## src/rtl/coal_tlb_pkg.sv

```systemverilog
// Package: coal_tlb_pkg
// Shared constants of the coalescing translation buffer: the layout of a
// 64-bit page-table entry and the shape of one fetched line of eight entries.
// Assumes the line always carries exactly eight entries for an aligned group.
package coal_tlb_pkg;
    localparam int unsigned PTE_W     = 64;
    localparam int unsigned LINE_PTES = 8;
    localparam int unsigned IDX_W     = $clog2(LINE_PTES);
    localparam int unsigned LINE_W    = PTE_W * LINE_PTES;
    localparam int unsigned PERM_W    = 3;
    localparam int unsigned PRES_BIT  = 0;
    localparam int unsigned PERM_LSB  = 1;
    localparam int unsigned PFN_LSB   = 12;
endpackage

```

## src/rtl/coal_tlb_coalesce.sv

```systemverilog
// Module: coal_tlb_coalesce
// Purely combinational run finder on the fill path. Given the eight entries
// of one line and the slot that missed, it reports whether that slot is
// present, derives the frame that slot 0 would have (base frame), and builds
// the mask of the unbroken run of consistent slots around the missed one.
// Assumes PFN_LSB + PFN_W <= PTE_W.
module coal_tlb_coalesce
    import coal_tlb_pkg::*;
#(
    parameter int unsigned PFN_W = 28
) (
    input  logic [LINE_W-1:0]    line,
    input  logic [IDX_W-1:0]     req_idx,
    output logic                 req_ok,
    output logic [PFN_W-1:0]     base_pfn,
    output logic [PERM_W-1:0]    run_perm,
    output logic [LINE_PTES-1:0] run_mask
);
    logic [PFN_W-1:0]     slot_pfn  [LINE_PTES];
    logic [PERM_W-1:0]    slot_perm [LINE_PTES];
    logic [LINE_PTES-1:0] slot_pres;
    logic [LINE_PTES-1:0] slot_fit;
    logic                 up_live;
    logic                 dn_live;
    logic                 line_unused;

    // Bits outside the decoded fields carry nothing for this block.
    assign line_unused = ^line;

    // Split every slot into its fields and test it against the requested slot.
    for (genvar g = 0; g < LINE_PTES; g++) begin : g_slot
        assign slot_pres[g] = line[g*PTE_W + PRES_BIT];
        assign slot_perm[g] = line[g*PTE_W + PERM_LSB +: PERM_W];
        assign slot_pfn[g]  = line[g*PTE_W + PFN_LSB +: PFN_W];
        assign slot_fit[g]  = slot_pres[g]
                            && (slot_perm[g] == run_perm)
                            && (slot_pfn[g] == base_pfn + PFN_W'(g));
    end

    // The requested slot defines the translation that neighbours must extend.
    assign req_ok   = slot_pres[req_idx];
    assign run_perm = slot_perm[req_idx];
    assign base_pfn = slot_pfn[req_idx] - PFN_W'(req_idx);

    // Grow the run upward and downward from the requested slot until a misfit.
    always_comb begin
        run_mask = '0;
        up_live  = req_ok;
        dn_live  = req_ok;
        for (int i = 0; i < LINE_PTES; i++) begin
            if (i >= int'(req_idx)) begin
                up_live     = up_live & slot_fit[i];
                run_mask[i] = up_live;
            end
        end
        for (int i = LINE_PTES - 1; i >= 0; i--) begin
            if (i <= int'(req_idx)) begin
                dn_live     = dn_live & slot_fit[i];
                run_mask[i] = run_mask[i] | dn_live;
            end
        end
    end
endmodule

```

## src/rtl/coal_tlb_lru.sv

```systemverilog
// Module: coal_tlb_lru
// Exact least-recently-used order over ENTRIES ways, kept as one age per way
// (0 = most recent, ENTRIES-1 = oldest). Ages always form a permutation, so
// exactly one way is oldest. Assumes ENTRIES >= 2.
module coal_tlb_lru #(
    parameter int unsigned ENTRIES = 8,
    localparam int unsigned E_W    = $clog2(ENTRIES)
) (
    input  logic           clk,
    input  logic           rst_n,
    input  logic           touch,
    input  logic [E_W-1:0] touch_idx,
    output logic [E_W-1:0] victim
);
    localparam logic [E_W-1:0] OLDEST = E_W'(ENTRIES - 1);

    logic [E_W-1:0]     age [ENTRIES];
    logic [ENTRIES-1:0] is_oldest;

    // Move the touched way to age 0 and push younger ways back by one.
    always_ff @(posedge clk) begin
        if (!rst_n) begin
            for (int e = 0; e < ENTRIES; e++) age[e] <= E_W'(e);
        end else if (touch) begin
            for (int e = 0; e < ENTRIES; e++) begin
                if (E_W'(e) == touch_idx)        age[e] <= '0;
                else if (age[e] < age[touch_idx]) age[e] <= age[e] + 1'b1;
            end
        end
    end

    // Flag and encode the way that holds the oldest age.
    always_comb begin
        victim = '0;
        for (int e = 0; e < ENTRIES; e++) begin
            is_oldest[e] = (age[e] == OLDEST);
            if (is_oldest[e]) victim = E_W'(e);
        end
    end

    // the recency order stays a permutation with a single oldest way.
    a_r8_single_oldest: assert property (@(posedge clk) disable iff (!rst_n)
        $onehot(is_oldest));
endmodule

```

## src/rtl/coal_tlb_store.sv

```systemverilog
// Module: coal_tlb_store
// Entry array of the buffer: valid flag, group tag, base frame, permissions
// and coverage mask per way. Provides a lookup match vector, the base frame
// and permissions of the matching way, and a tag-only match for fills.
// Assumes at most one way holds a given tag (kept by the caller's way choice).
module coal_tlb_store
    import coal_tlb_pkg::*;
#(
    parameter int unsigned ENTRIES = 8,
    parameter int unsigned TAG_W   = 33,
    parameter int unsigned PFN_W   = 28,
    localparam int unsigned E_W    = $clog2(ENTRIES)
) (
    input  logic                 clk,
    input  logic                 rst_n,
    input  logic                 flush,
    input  logic                 we,
    input  logic [E_W-1:0]       wr_sel,
    input  logic [TAG_W-1:0]     wr_tag,
    input  logic [PFN_W-1:0]     wr_pfn,
    input  logic [PERM_W-1:0]    wr_perm,
    input  logic [LINE_PTES-1:0] wr_mask,
    input  logic [TAG_W-1:0]     lk_tag,
    input  logic [IDX_W-1:0]     lk_idx,
    input  logic [TAG_W-1:0]     fl_tag,
    output logic [ENTRIES-1:0]   lk_match,
    output logic [PFN_W-1:0]     lk_base,
    output logic [PERM_W-1:0]    lk_perm,
    output logic [ENTRIES-1:0]   fl_match,
    output logic [ENTRIES-1:0]   valid_vec
);
    logic [TAG_W-1:0]     ent_tag  [ENTRIES];
    logic [PFN_W-1:0]     ent_pfn  [ENTRIES];
    logic [PERM_W-1:0]    ent_perm [ENTRIES];
    logic [LINE_PTES-1:0] ent_mask [ENTRIES];

    // Valid flags: cleared by reset or flush, set by a fill write.
    always_ff @(posedge clk) begin
        if (!rst_n || flush) valid_vec <= '0;
        else if (we)         valid_vec[wr_sel] <= 1'b1;
    end

    // Payload of the written way; no reset needed behind the valid flag.
    always_ff @(posedge clk) begin
        if (we && !flush) begin
            ent_tag[wr_sel]  <= wr_tag;
            ent_pfn[wr_sel]  <= wr_pfn;
            ent_perm[wr_sel] <= wr_perm;
            ent_mask[wr_sel] <= wr_mask;
        end
    end

    // Compare every way against the lookup and fill tags in parallel.
    for (genvar g = 0; g < ENTRIES; g++) begin : g_cmp
        assign lk_match[g] = valid_vec[g] && (ent_tag[g] == lk_tag)
                           && ent_mask[g][lk_idx];
        assign fl_match[g] = valid_vec[g] && (ent_tag[g] == fl_tag);
    end

    // OR-select the payload of the (single) matching way.
    always_comb begin
        lk_base = '0;
        lk_perm = '0;
        for (int e = 0; e < ENTRIES; e++) begin
            if (lk_match[e]) begin
                lk_base = lk_base | ent_pfn[e];
                lk_perm = lk_perm | ent_perm[e];
            end
        end
    end

    // never two ways for one group, so at most one way matches.
    a_r7_one_way_per_group: assert property (@(posedge clk) disable iff (!rst_n)
        $onehot0(fl_match) && $onehot0(lk_match));

    // a flush leaves no valid way behind.
    a_r1_flush_empties: assert property (@(posedge clk) disable iff (!rst_n)
        flush |=> (valid_vec == '0));
endmodule

```

## src/rtl/coal_tlb.sv

```systemverilog
// Module: coal_tlb
// Top of the coalescing translation buffer. Fills run the line through the
// run finder and write one way, chosen as the way already holding the group,
// else the lowest empty way, else the least recently used one. Lookups are
// answered one cycle later from a registered response.
// Assumes ENTRIES >= 2 and VPN_W > 3; flush wins over a same-cycle fill.
module coal_tlb
    import coal_tlb_pkg::*;
#(
    parameter int unsigned ENTRIES = 8,
    parameter int unsigned VPN_W   = 36,
    parameter int unsigned PFN_W   = 28
) (
    input  logic               clk,
    input  logic               rst_n,
    input  logic               flush,
    input  logic               lk_valid,
    input  logic [VPN_W-1:0]   lk_vpn,
    input  logic               fill_valid,
    input  logic [VPN_W-1:0]   fill_vpn,
    input  logic [LINE_W-1:0]  fill_line,
    output logic               rsp_valid,
    output logic               rsp_hit,
    output logic [PFN_W-1:0]   rsp_pfn,
    output logic [PERM_W-1:0]  rsp_perm
);
    localparam int unsigned E_W   = $clog2(ENTRIES);
    localparam int unsigned TAG_W = VPN_W - IDX_W;

    logic [TAG_W-1:0]     lk_tag, fl_tag;
    logic [IDX_W-1:0]     lk_idx, fl_idx;
    logic                 req_ok;
    logic [PFN_W-1:0]     run_base;
    logic [PERM_W-1:0]    run_perm;
    logic [LINE_PTES-1:0] run_mask;
    logic                 fill_go;
    logic [ENTRIES-1:0]   lk_match, fl_match, valid_vec;
    logic [PFN_W-1:0]     lk_base;
    logic [PERM_W-1:0]    lk_perm;
    logic [E_W-1:0]       victim, tgt, hit_idx;
    logic                 lk_any, free_seen;
    logic                 touch;
    logic [E_W-1:0]       touch_idx;

    assign lk_tag = lk_vpn[VPN_W-1:IDX_W];
    assign lk_idx = lk_vpn[IDX_W-1:0];
    assign fl_tag = fill_vpn[VPN_W-1:IDX_W];
    assign fl_idx = fill_vpn[IDX_W-1:0];

    coal_tlb_coalesce #(.PFN_W(PFN_W)) u_coalesce (
        .line     (fill_line),
        .req_idx  (fl_idx),
        .req_ok   (req_ok),
        .base_pfn (run_base),
        .run_perm (run_perm),
        .run_mask (run_mask)
    );

    // A fill is taken only if its own entry is present and no flush competes.
    assign fill_go = fill_valid && req_ok && !flush;

    coal_tlb_store #(.ENTRIES(ENTRIES), .TAG_W(TAG_W), .PFN_W(PFN_W)) u_store (
        .clk       (clk),
        .rst_n     (rst_n),
        .flush     (flush),
        .we        (fill_go),
        .wr_sel    (tgt),
        .wr_tag    (fl_tag),
        .wr_pfn    (run_base),
        .wr_perm   (run_perm),
        .wr_mask   (run_mask),
        .lk_tag    (lk_tag),
        .lk_idx    (lk_idx),
        .fl_tag    (fl_tag),
        .lk_match  (lk_match),
        .lk_base   (lk_base),
        .lk_perm   (lk_perm),
        .fl_match  (fl_match),
        .valid_vec (valid_vec)
    );

    // Choose the fill way: same group first, then lowest empty, then LRU.
    always_comb begin
        tgt       = victim;
        free_seen = 1'b0;
        for (int e = 0; e < ENTRIES; e++) begin
            if (!free_seen && !valid_vec[e]) begin
                tgt       = E_W'(e);
                free_seen = 1'b1;
            end
        end
        for (int e = 0; e < ENTRIES; e++) begin
            if (fl_match[e]) tgt = E_W'(e);
        end
    end

    // Encode the way a lookup hit in, for the recency update.
    always_comb begin
        hit_idx = '0;
        lk_any  = |lk_match;
        for (int e = 0; e < ENTRIES; e++) begin
            if (lk_match[e]) hit_idx = E_W'(e);
        end
    end

    // A fill marks its way as used; otherwise a lookup hit does.
    assign touch     = fill_go || (lk_valid && lk_any);
    assign touch_idx = fill_go ? tgt : hit_idx;

    coal_tlb_lru #(.ENTRIES(ENTRIES)) u_lru (
        .clk       (clk),
        .rst_n     (rst_n),
        .touch     (touch),
        .touch_idx (touch_idx),
        .victim    (victim)
    );

    // Register the lookup answer: frame is base plus slot position.
    always_ff @(posedge clk) begin
        if (!rst_n) begin
            rsp_valid <= 1'b0;
            rsp_hit   <= 1'b0;
            rsp_pfn   <= '0;
            rsp_perm  <= '0;
        end else begin
            rsp_valid <= lk_valid;
            rsp_hit   <= lk_valid && lk_any;
            rsp_pfn   <= lk_base + PFN_W'(lk_idx);
            rsp_perm  <= lk_perm;
        end
    end

    // a response follows every lookup, and only lookups.
    a_r2_rsp_follows: assert property (@(posedge clk) disable iff (!rst_n)
        lk_valid |=> rsp_valid);
    a_r2_rsp_idle: assert property (@(posedge clk) disable iff (!rst_n)
        !lk_valid |=> (!rsp_valid && !rsp_hit));

    // an absent requested entry yields an empty run and no write.
    a_r4_absent_no_run: assert property (@(posedge clk) disable iff (!rst_n)
        (fill_valid && !req_ok) |-> (run_mask == '0));

    // a taken fill always covers the slot that missed.
    a_r5_run_has_req: assert property (@(posedge clk) disable iff (!rst_n)
        fill_go |-> run_mask[fl_idx]);

    // a lookup issued right after a fill of that exact page must hit.
    a_r3_fill_then_hit: assert property (@(posedge clk) disable iff (!rst_n)
        (fill_go && !flush) |=> ((lk_valid && lk_vpn == $past(fill_vpn)) |-> lk_any));
endmodule

```

## config.mk

```make
export PLATFORM = sky130hd
export DESIGN_NAME = coal_tlb
export DESIGN_NICKNAME = d
export VERILOG_FILES = /design/src/rtl/coal_tlb_pkg.sv /design/src/rtl/coal_tlb_coalesce.sv /design/src/rtl/coal_tlb_lru.sv /design/src/rtl/coal_tlb_store.sv /design/src/rtl/coal_tlb.sv
export SDC_FILE = /design/constraint.sdc
export NUM_CORES = 2
export LEC_CHECK = 0
export BUFFER_PORTS_ARGS = -buffer_cell sky130_fd_sc_hd__buf_2
export CORE_MARGIN = 3
export CORE_UTILIZATION = 45
export DETAILED_ROUTE_END_ITERATION = 8
export GPL_ROUTABILITY_DRIVEN = 0
export GPL_TIMING_DRIVEN = 0
export PLACE_DENSITY = 0.68
export SLEW_MARGIN = 0
export SYNTH_ARGS = -nofsm -noshare
export SYNTH_HDL_FRONTEND = slang
export SYNTH_SLANG_ARGS = --single-unit
```

## constraint.sdc

```tcl
create_clock -name clk -period 8.7 [get_ports clk]
set_input_delay 0.435 -clock clk [delete_from_list [all_inputs] [get_ports clk]]
set_output_delay 0.435 -clock clk [all_outputs]
set_load 0.005 [all_outputs]
```

# After elaboration in Yosys (flattened, before gate mapping)
# Memory sizes are Yosys's and may differ from the RTL's.
# Index checks and enable logic that the tools add are counted.
[op_classes] n_lt_le_gt_ge=27 bitwise_logic=56 n_mux=199 reduce_logical=71 addsub=17 eq_ne=46
[op_table] operator="== test 33 bit" count=16
[op_table] operator="two-way mux 28 bit" count=10
[op_table] operator="== test 28 bit" count=8
[op_table] operator="OR 28 bit" count=7
[op_table] operator="two-way mux 3 bit" count=53
[op_table] operator="two-way mux 1 bit" count=122
[op_table] operator="adder 28 x 3 -> 28 bit, second input constant" count=4
[op_table] operator="binary-select mux 28 bit (select 3 bit)" count=1
[op_table] operator="adder 28 x 2 -> 28 bit, second input constant" count=2
[op_table] operator="logical AND 1 bit" count=52
[op_table] operator="adder 28 x 1 -> 28 bit, second input constant" count=1
[op_table] operator="adder 28 x 3 -> 28 bit" count=1
[op_table] operator="subtractor 28 x 3 -> 28 bit" count=1
[op_table] operator="binary-select mux 1 bit (select 3 bit)" count=9
[op_table] operator="adder 3 x 1 -> 3 bit, second input constant" count=8
[op_table] operator="== test 3 bit" count=8
[op_table] operator="less-than comparator 3 bit" count=8
[op_table] operator="OR 1 bit" count=24
[op_table] operator="== test 3 bit, second input constant" count=7
[op_table] operator="OR 3 bit" count=7
[op_table] operator="bitwise AND 1 bit" count=16
[op_table] operator="zero test 1 bit" count=15
[op_table] operator="== test 3 bit, first input constant" count=4
[op_table] operator="less-or-equal comparator 3 bit, first input constant" count=4
[op_table] operator="18 further kinds" count=28
[word_totals] ramBits=600 inputBits=589 wordCells=426 regBits=41 mem_count=5 output_inout_bits=33
[mem_list] name="u_store.ent_tag" words=8 width=33 read_ports=8 rd_ports_with_merged_regs=0 wr=1 line_no="coal_tlb_store.sv:32" text="logic [TAG_W-1:0] ent_tag [ENTRIES];"
[mem_list] name="u_store.ent_pfn" words=8 width=28 read_ports=8 rd_ports_with_merged_regs=0 wr=1 line_no="coal_tlb_store.sv:33" text="logic [PFN_W-1:0] ent_pfn [ENTRIES];"
[mem_list] name="u_store.ent_mask" words=8 width=8 read_ports=8 rd_ports_with_merged_regs=0 wr=1 line_no="coal_tlb_store.sv:35" text="logic [LINE_PTES-1:0] ent_mask [ENTRIES];"
[mem_list] name="u_lru.age" words=8 width=3 read_ports=9 rd_ports_with_merged_regs=0 wr=8 line_no="coal_tlb_lru.sv:17" text="logic [E_W-1:0] age [ENTRIES];"
[mem_list] name="u_store.ent_perm" words=8 width=3 read_ports=8 rd_ports_with_merged_regs=0 wr=1 line_no="coal_tlb_store.sv:34" text="logic [PERM_W-1:0] ent_perm [ENTRIES];"

# Logic depth before layout (Yosys ltp)
# An unclocked memory read counts as a cell.
[logic_depth] word_depth=38 mapped_depth=32

# Hierarchy
# A second synthesis with hierarchy kept.
[hier_totals] hier_cells=3599 hier_area_um2=40869.2
[by_module_without_submodules] mod="coal_tlb_store" cells_per_inst=1826 area_each_um2=26545.5 seq_area_each_um2=17456.7 instances=1
[by_module_without_submodules] mod="coal_tlb_coalesce" cells_per_inst=1366 area_each_um2=10448.8 seq_area_each_um2=0.0 instances=1
[by_module_without_submodules] mod="coal_tlb_lru" cells_per_inst=202 area_each_um2=2087.0 seq_area_each_um2=720.7 instances=1
[by_module_without_submodules] mod="coal_tlb" cells_per_inst=205 area_each_um2=1788.0 seq_area_each_um2=660.6 instances=1

# Least setup slack after synthesis
# OpenSTA, ideal clock, no wires.
[synth_path] path_type="input to register" startpoint="input fill_vpn[0]" endpoint="memory u_store.ent_mask[0][7] (data pin)" path_buffers=8 stages=27 path_slack_ps=423 setup_ps=224 arrival_ps=8053 path_cell_list="buf_6 > buf_12 > buf_8 > buf_6 > buf_2 > buf_2 > buf_2 > buf_1 > mux4_2 > mux2i_1 > ha_1 > inv_1 > fa_1 > xor2_1 > ha_1 > nor2b_1 > nand3_1 > a2111oi_2 > xor2_1 > nor2_1 > or4bb_1 > or4_4 > nor4_4 > o221ai_2 > nor4_1 > nand2_1 > a21oi_1"
[synth_between] elab_chain_len=24 word_cells_on_any_way=75
[synth_lines] item="from (decl)" line_no="coal_tlb.sv:20" text="input logic [VPN_W-1:0] fill_vpn,"
[synth_lines] item="NOT 3 -> 4 bit (not written as such)" line_no="coal_tlb_coalesce.sv:43" text="assign base_pfn = slot_pfn[req_idx] - PFN_W'(req_idx);"
[synth_lines] item="binary-select mux 28 bit (select 3 bit)" line_no="coal_tlb_coalesce.sv:43"
[synth_lines] item="two-way mux 28 bit (not written as such) (2 in a row)" line_no="coal_tlb_coalesce.sv:43"
[synth_lines] item="subtractor 28 x 3 -> 28 bit *" line_no="coal_tlb_coalesce.sv:43"
[synth_lines] item="net run_base[2]" line_no="coal_tlb.sv:33" text="logic [PFN_W-1:0] run_base;"
[synth_lines] item="branches (longest 18 deep; another with adder 28 x 1 -> 28 bit)"
[synth_lines] item="two-way mux 1 bit *" line_no="coal_tlb_coalesce.sv:57" text="if (i <= int'(req_idx)) begin"
[synth_lines] item="net run_mask[7]" line_no="coal_tlb.sv:35" text="logic [LINE_PTES-1:0] run_mask;"
[synth_lines] item="to (decl)" line_no="coal_tlb_store.sv:35"
# Mark *: on every way through the listed nets, which the timed path passes. The select of a mux whose other input is x is not followed.

# Final worst setup path
[layout_path] startpoint="input fill_vpn[1]" endpoint="memory u_store.ent_mask[1][4] (data pin)"
[layout_between] elab_chain_len=19 word_cells_on_any_way=77
[layout_lines] item="NOT 3 -> 4 bit (not written as such)" line_no="coal_tlb_coalesce.sv:43"
[layout_lines] item="binary-select mux 28 bit (select 3 bit)" line_no="coal_tlb_coalesce.sv:43"
[layout_lines] item="two-way mux 28 bit (not written as such) (2 in a row)" line_no="coal_tlb_coalesce.sv:43"
[layout_lines] item="subtractor 28 x 3 -> 28 bit *" line_no="coal_tlb_coalesce.sv:43"
[layout_lines] item="net run_base[17]" line_no="coal_tlb.sv:33"
[layout_lines] item="branches (longest 13 deep; another with adder 28 x 1 -> 28 bit)"
[layout_lines] item="two-way mux 1 bit *" line_no="coal_tlb_coalesce.sv:57"
[layout_lines] item="net run_mask[4]" line_no="coal_tlb.sv:35"
# Marks and branches as above.

==> metrics.md <==
| Metric | Value |
|---|---|
| Status | complete, but fails checks |
| Violated checks | capacitance limit, slew limit |
| RR Startpoint | u_store.ent_tag[1][17] |
| Initial antenna violation count | 16 |
| Path type of the worst min-delay path | input port to register |
| Root buffer cell | clkbuf_16 |
| Layout cell share with drive strength beyond 1 | 18.4% |
| CTS tree | yes |
| DIE HEIGHT | 303 um |
| Cell Area, Placed | 0.0435 mm2 |
| Slowest-stage cell, CP | nor4_1 |
| Site Rows | 108 |
| Commonest cells after routing, fill and taps aside | 600 x edfxtp_1, 548 x xor2_1, 356 x buf_2 |
| Worst EP required | about 9000 ps |
| Total Power | 8.05 mW |
| Core area | 0.0872 mm2 |
| Die width | 303 um |
| Post-DRT Antenna Nets | 0 |
| Port bufs | 331 |
| Post-synth EDFFs | 600 |
| Final HPWL DP | 119,000 um |
| Largest net degree at the start of global routing | 30 |
| Max cap viols | 1 |
| RSZ-0062 raised after global routing | false |
| Initial core utilization | between 40% and 50% |
| Cell taking the most area after synthesis | edfxtp_1 |
| Yosys cell types | 106 |
| # IOs | 622 |
| Final min period | 8560 ps |
| DRT Wirelength | 153,000 um |
| 1st-pass router iterations | 8 |
| Filler instances | approximately 7,600 |
| Routed wl met2 | 65,600 um |
| Synth top area share | 45.4% |
| Critical path class | input port to register |
| Worst Min Path Start | lk_valid |
| CTS Buf Count | 67 |
| Finish-stage setup viols | 0 |
| Crit path DAT | 8910 ps |
| Inst Count DP | 4,864 |
| CP max FO | 19 |
| Top post-synthesis cells by area | edfxtp_1 45%, xor2_1 12%, xnor2_1 7.3%, mux4_2 4.1%, nor4_1 2.6% |
| Synth warn | 0 |
| Achievable Freq | around 0.12 GHz |
| Vias in the first global route | 30,559 |
| CP Capture Type | register |
| Post-synth ARST share | 0% |
| Seq cells post-synth | 641 |
| Metal3 WL | 21,100 um |
| Reg clk slew, reported paths | 60 ps |
| Synthesized area | 0.0397 mm2 |
| Via Count | 32,394 |
| Worst vdd ir | 0.141 mV |
| Post-layout util | 52.6% |
| Final hold viol count | 0 |
| Top Metal Used | met5 |
| Crit path buf inv count | 6 |
| # hold bufs at CTS | 0 |
| Wl on met1 | 56,200 um |
| First-pass GRT wire length | 213,000 um |
| Slowest stage delay, CP | 800 ps |
| Detail-routed net length per standard cell | 30.6 um |
| Clock Skews | 47.6 ps |
| Most common cell after layout, fill and taps aside | edfxtp_1 |
| Least-Margin Pin Slew | 1520 ps |
| DRT iter0 DRCs | 5,013 |
| Total Routing Usage GR | 32.3% |
| Area delta synth->final | 15.4% |
| H-tree depth | 3 |
| Final-stage net count | 4,417 |
| Drc violations | 0 |
| Layout Cells excl Fill | 4,990 |
| Cell family contributing the most delay on the critical path | simple AND/OR/NAND/NOR gates |
| Clock sink total | 641 |
| Post-Syn Nets | 3,988 |
| Longest Clk Path Bufs | 3 |
| Mean Syn Cell Area | 11.9 um2 |
| Final Cycle Share | around 100% |
| Leakage power | about 16 nW |
| Critical path launch point | fill_vpn[1] |
| Post-Synthesis Cells | 3,350 |
| Final Instance Area | 0.0458 mm2 |
| P per Cell Area | between 150 and 200 mW/mm2 |
| Global route total overflow | 0 |
| Die ar. | 0.0919 mm2 |
| CP startpoint kind | input port |
| Sequential area share after synthesis | a little under half |
| Max Slew Vio Count | 9 |
| Latest clock arrival within the worst-skew pair | ~640 ps |
| Top_reg_cell synth | edfxtp_1 |
| Headroom to the max-slew limit | -1.43% |
| Vias per cell | 6.49 |
==> flip-flops by register name, summed over array words and instances (netlist names) <==
register / count
u_store.ent_tag: 264
u_lru.age: 24
u_store.valid_vec: 8
u_store.ent_mask: 64
rsp_perm: 3
rsp_pfn: 28
u_store.ent_pfn: 224
rsp_valid: 1
rsp_hit: 1
u_store.ent_perm: 24
==> Yosys cell counts, types with 14 or more instances <==
cell and count:
or2_2 18, buf_2 30, mux2_2 14, or3_1 14, nand2b_1 21, and4_1 17, o21ai_0 30, o211ai_1 17
and2_1 22, a31oi_1 31, buf_1 20, a22oi_1 75, inv_1 62, mux4_2 72, o2111ai_1 15, xor2_1 549
ha_1 47, nand2_1 120, mux2i_1 68, dfxtp_1 41, and3_1 48, a22o_1 30, o22ai_1 18, xnor2_1 331
a211oi_1 24, a221oi_1 28, edfxtp_1 600, nor3_1 70, nor2_1 139, xnor3_1 15, nor4_1 166, clkbuf_1 120
nand3_1 83, a21oi_1 56, nor2b_1 15, nand4_1 97
==> layout make-up <==
class / instances / area, um2 / area share [%]
Antenna cell: 5 / 12.5 / 0.0273
Buffer: 172 / 768 / 1.68
Clock buffer: 78 / 1750 / 3.82
Clock inverter: 42 / 374 / 0.816
Inverter: 68 / 255 / 0.557
Multi-Input combinational cell: 2462 / 20200 / 44.0
Sequential cell: 641 / 18800 / 41.1
Tap cell: 1155 / 1450 / 3.15
Timing Repair Buffer: 367 / 2240 / 4.89
==> cells by family after synthesis <==
group	after synthesis	share of synthesized area, %
xor+xnor	903	20.7
fa+ha+maj	49	1.58
buf+inv	247	2.60
compound gates	449	8.38
flops	641	47.4
mux	160	6.49
simple gates	901	12.9
==> per-stage QoR <==
stage | TNS [ps] | hold slack [ps] | setup slack, ps
global route | 0 | 51.6 | 24.5
global placement | -1835920 | 521 | -3110
floorplan | 0 | 463 | 423
detailed placement | -171480 | 524 | -3170
CTS | 0 | 31.6 | 23.9
finish | 0 | 65.3 | 139
==> what timing repair did <==
action / in CTS / in global routing
endpoints found under the hold margin: 0 / 0
setup endpoints to repair: 64 / 64
resized for setup: 38 / 7
pin swaps: 3 / 0
setup buffers: 8 / 0
==> layer usage <==
| metal | global-route usage, % | vias to the layer above |
|---|---|---|
| met1 | 42.2 | 15728 |
| met5 | 0 | - |
| met2 | 48.1 | 2579 |
| met4 | 17.7 | 20 |
| li1 | - | 13533 |
| met3 | 9.66 | 534 |
==> worst reg2reg max path: cells and delay by family (launching register included) <==
family | cells | cell delay (ps)
fa+ha+maj | 1 | 180
flops | 1 | 460
compound gates | 3 | 330
simple gates | 9 | 4310
buf+inv | 3 | 1800
xor+xnor | 2 | 330
==> power by group <==
group / switching (mW) / internal [mW] / leakage, nW
combinational: 1.18 / 0.622 / 8.98
clock: 1.25 / 1.55 / 1.03
sequential: 0.0138 / 3.43 / 5.71
total: 2.44 / 5.60 / 15.7
==> worst paths after layout <==
check,cells past startpoint,slack [ps],to
max,25,140,u_store.ent_mask[1][4]
max reg2reg,18,1150,rsp_pfn[27]
min reg2reg,2,530,rsp_perm[1]
min,2,70,rsp_valid
No activity file was read; power rests on OpenSTA's default activity.
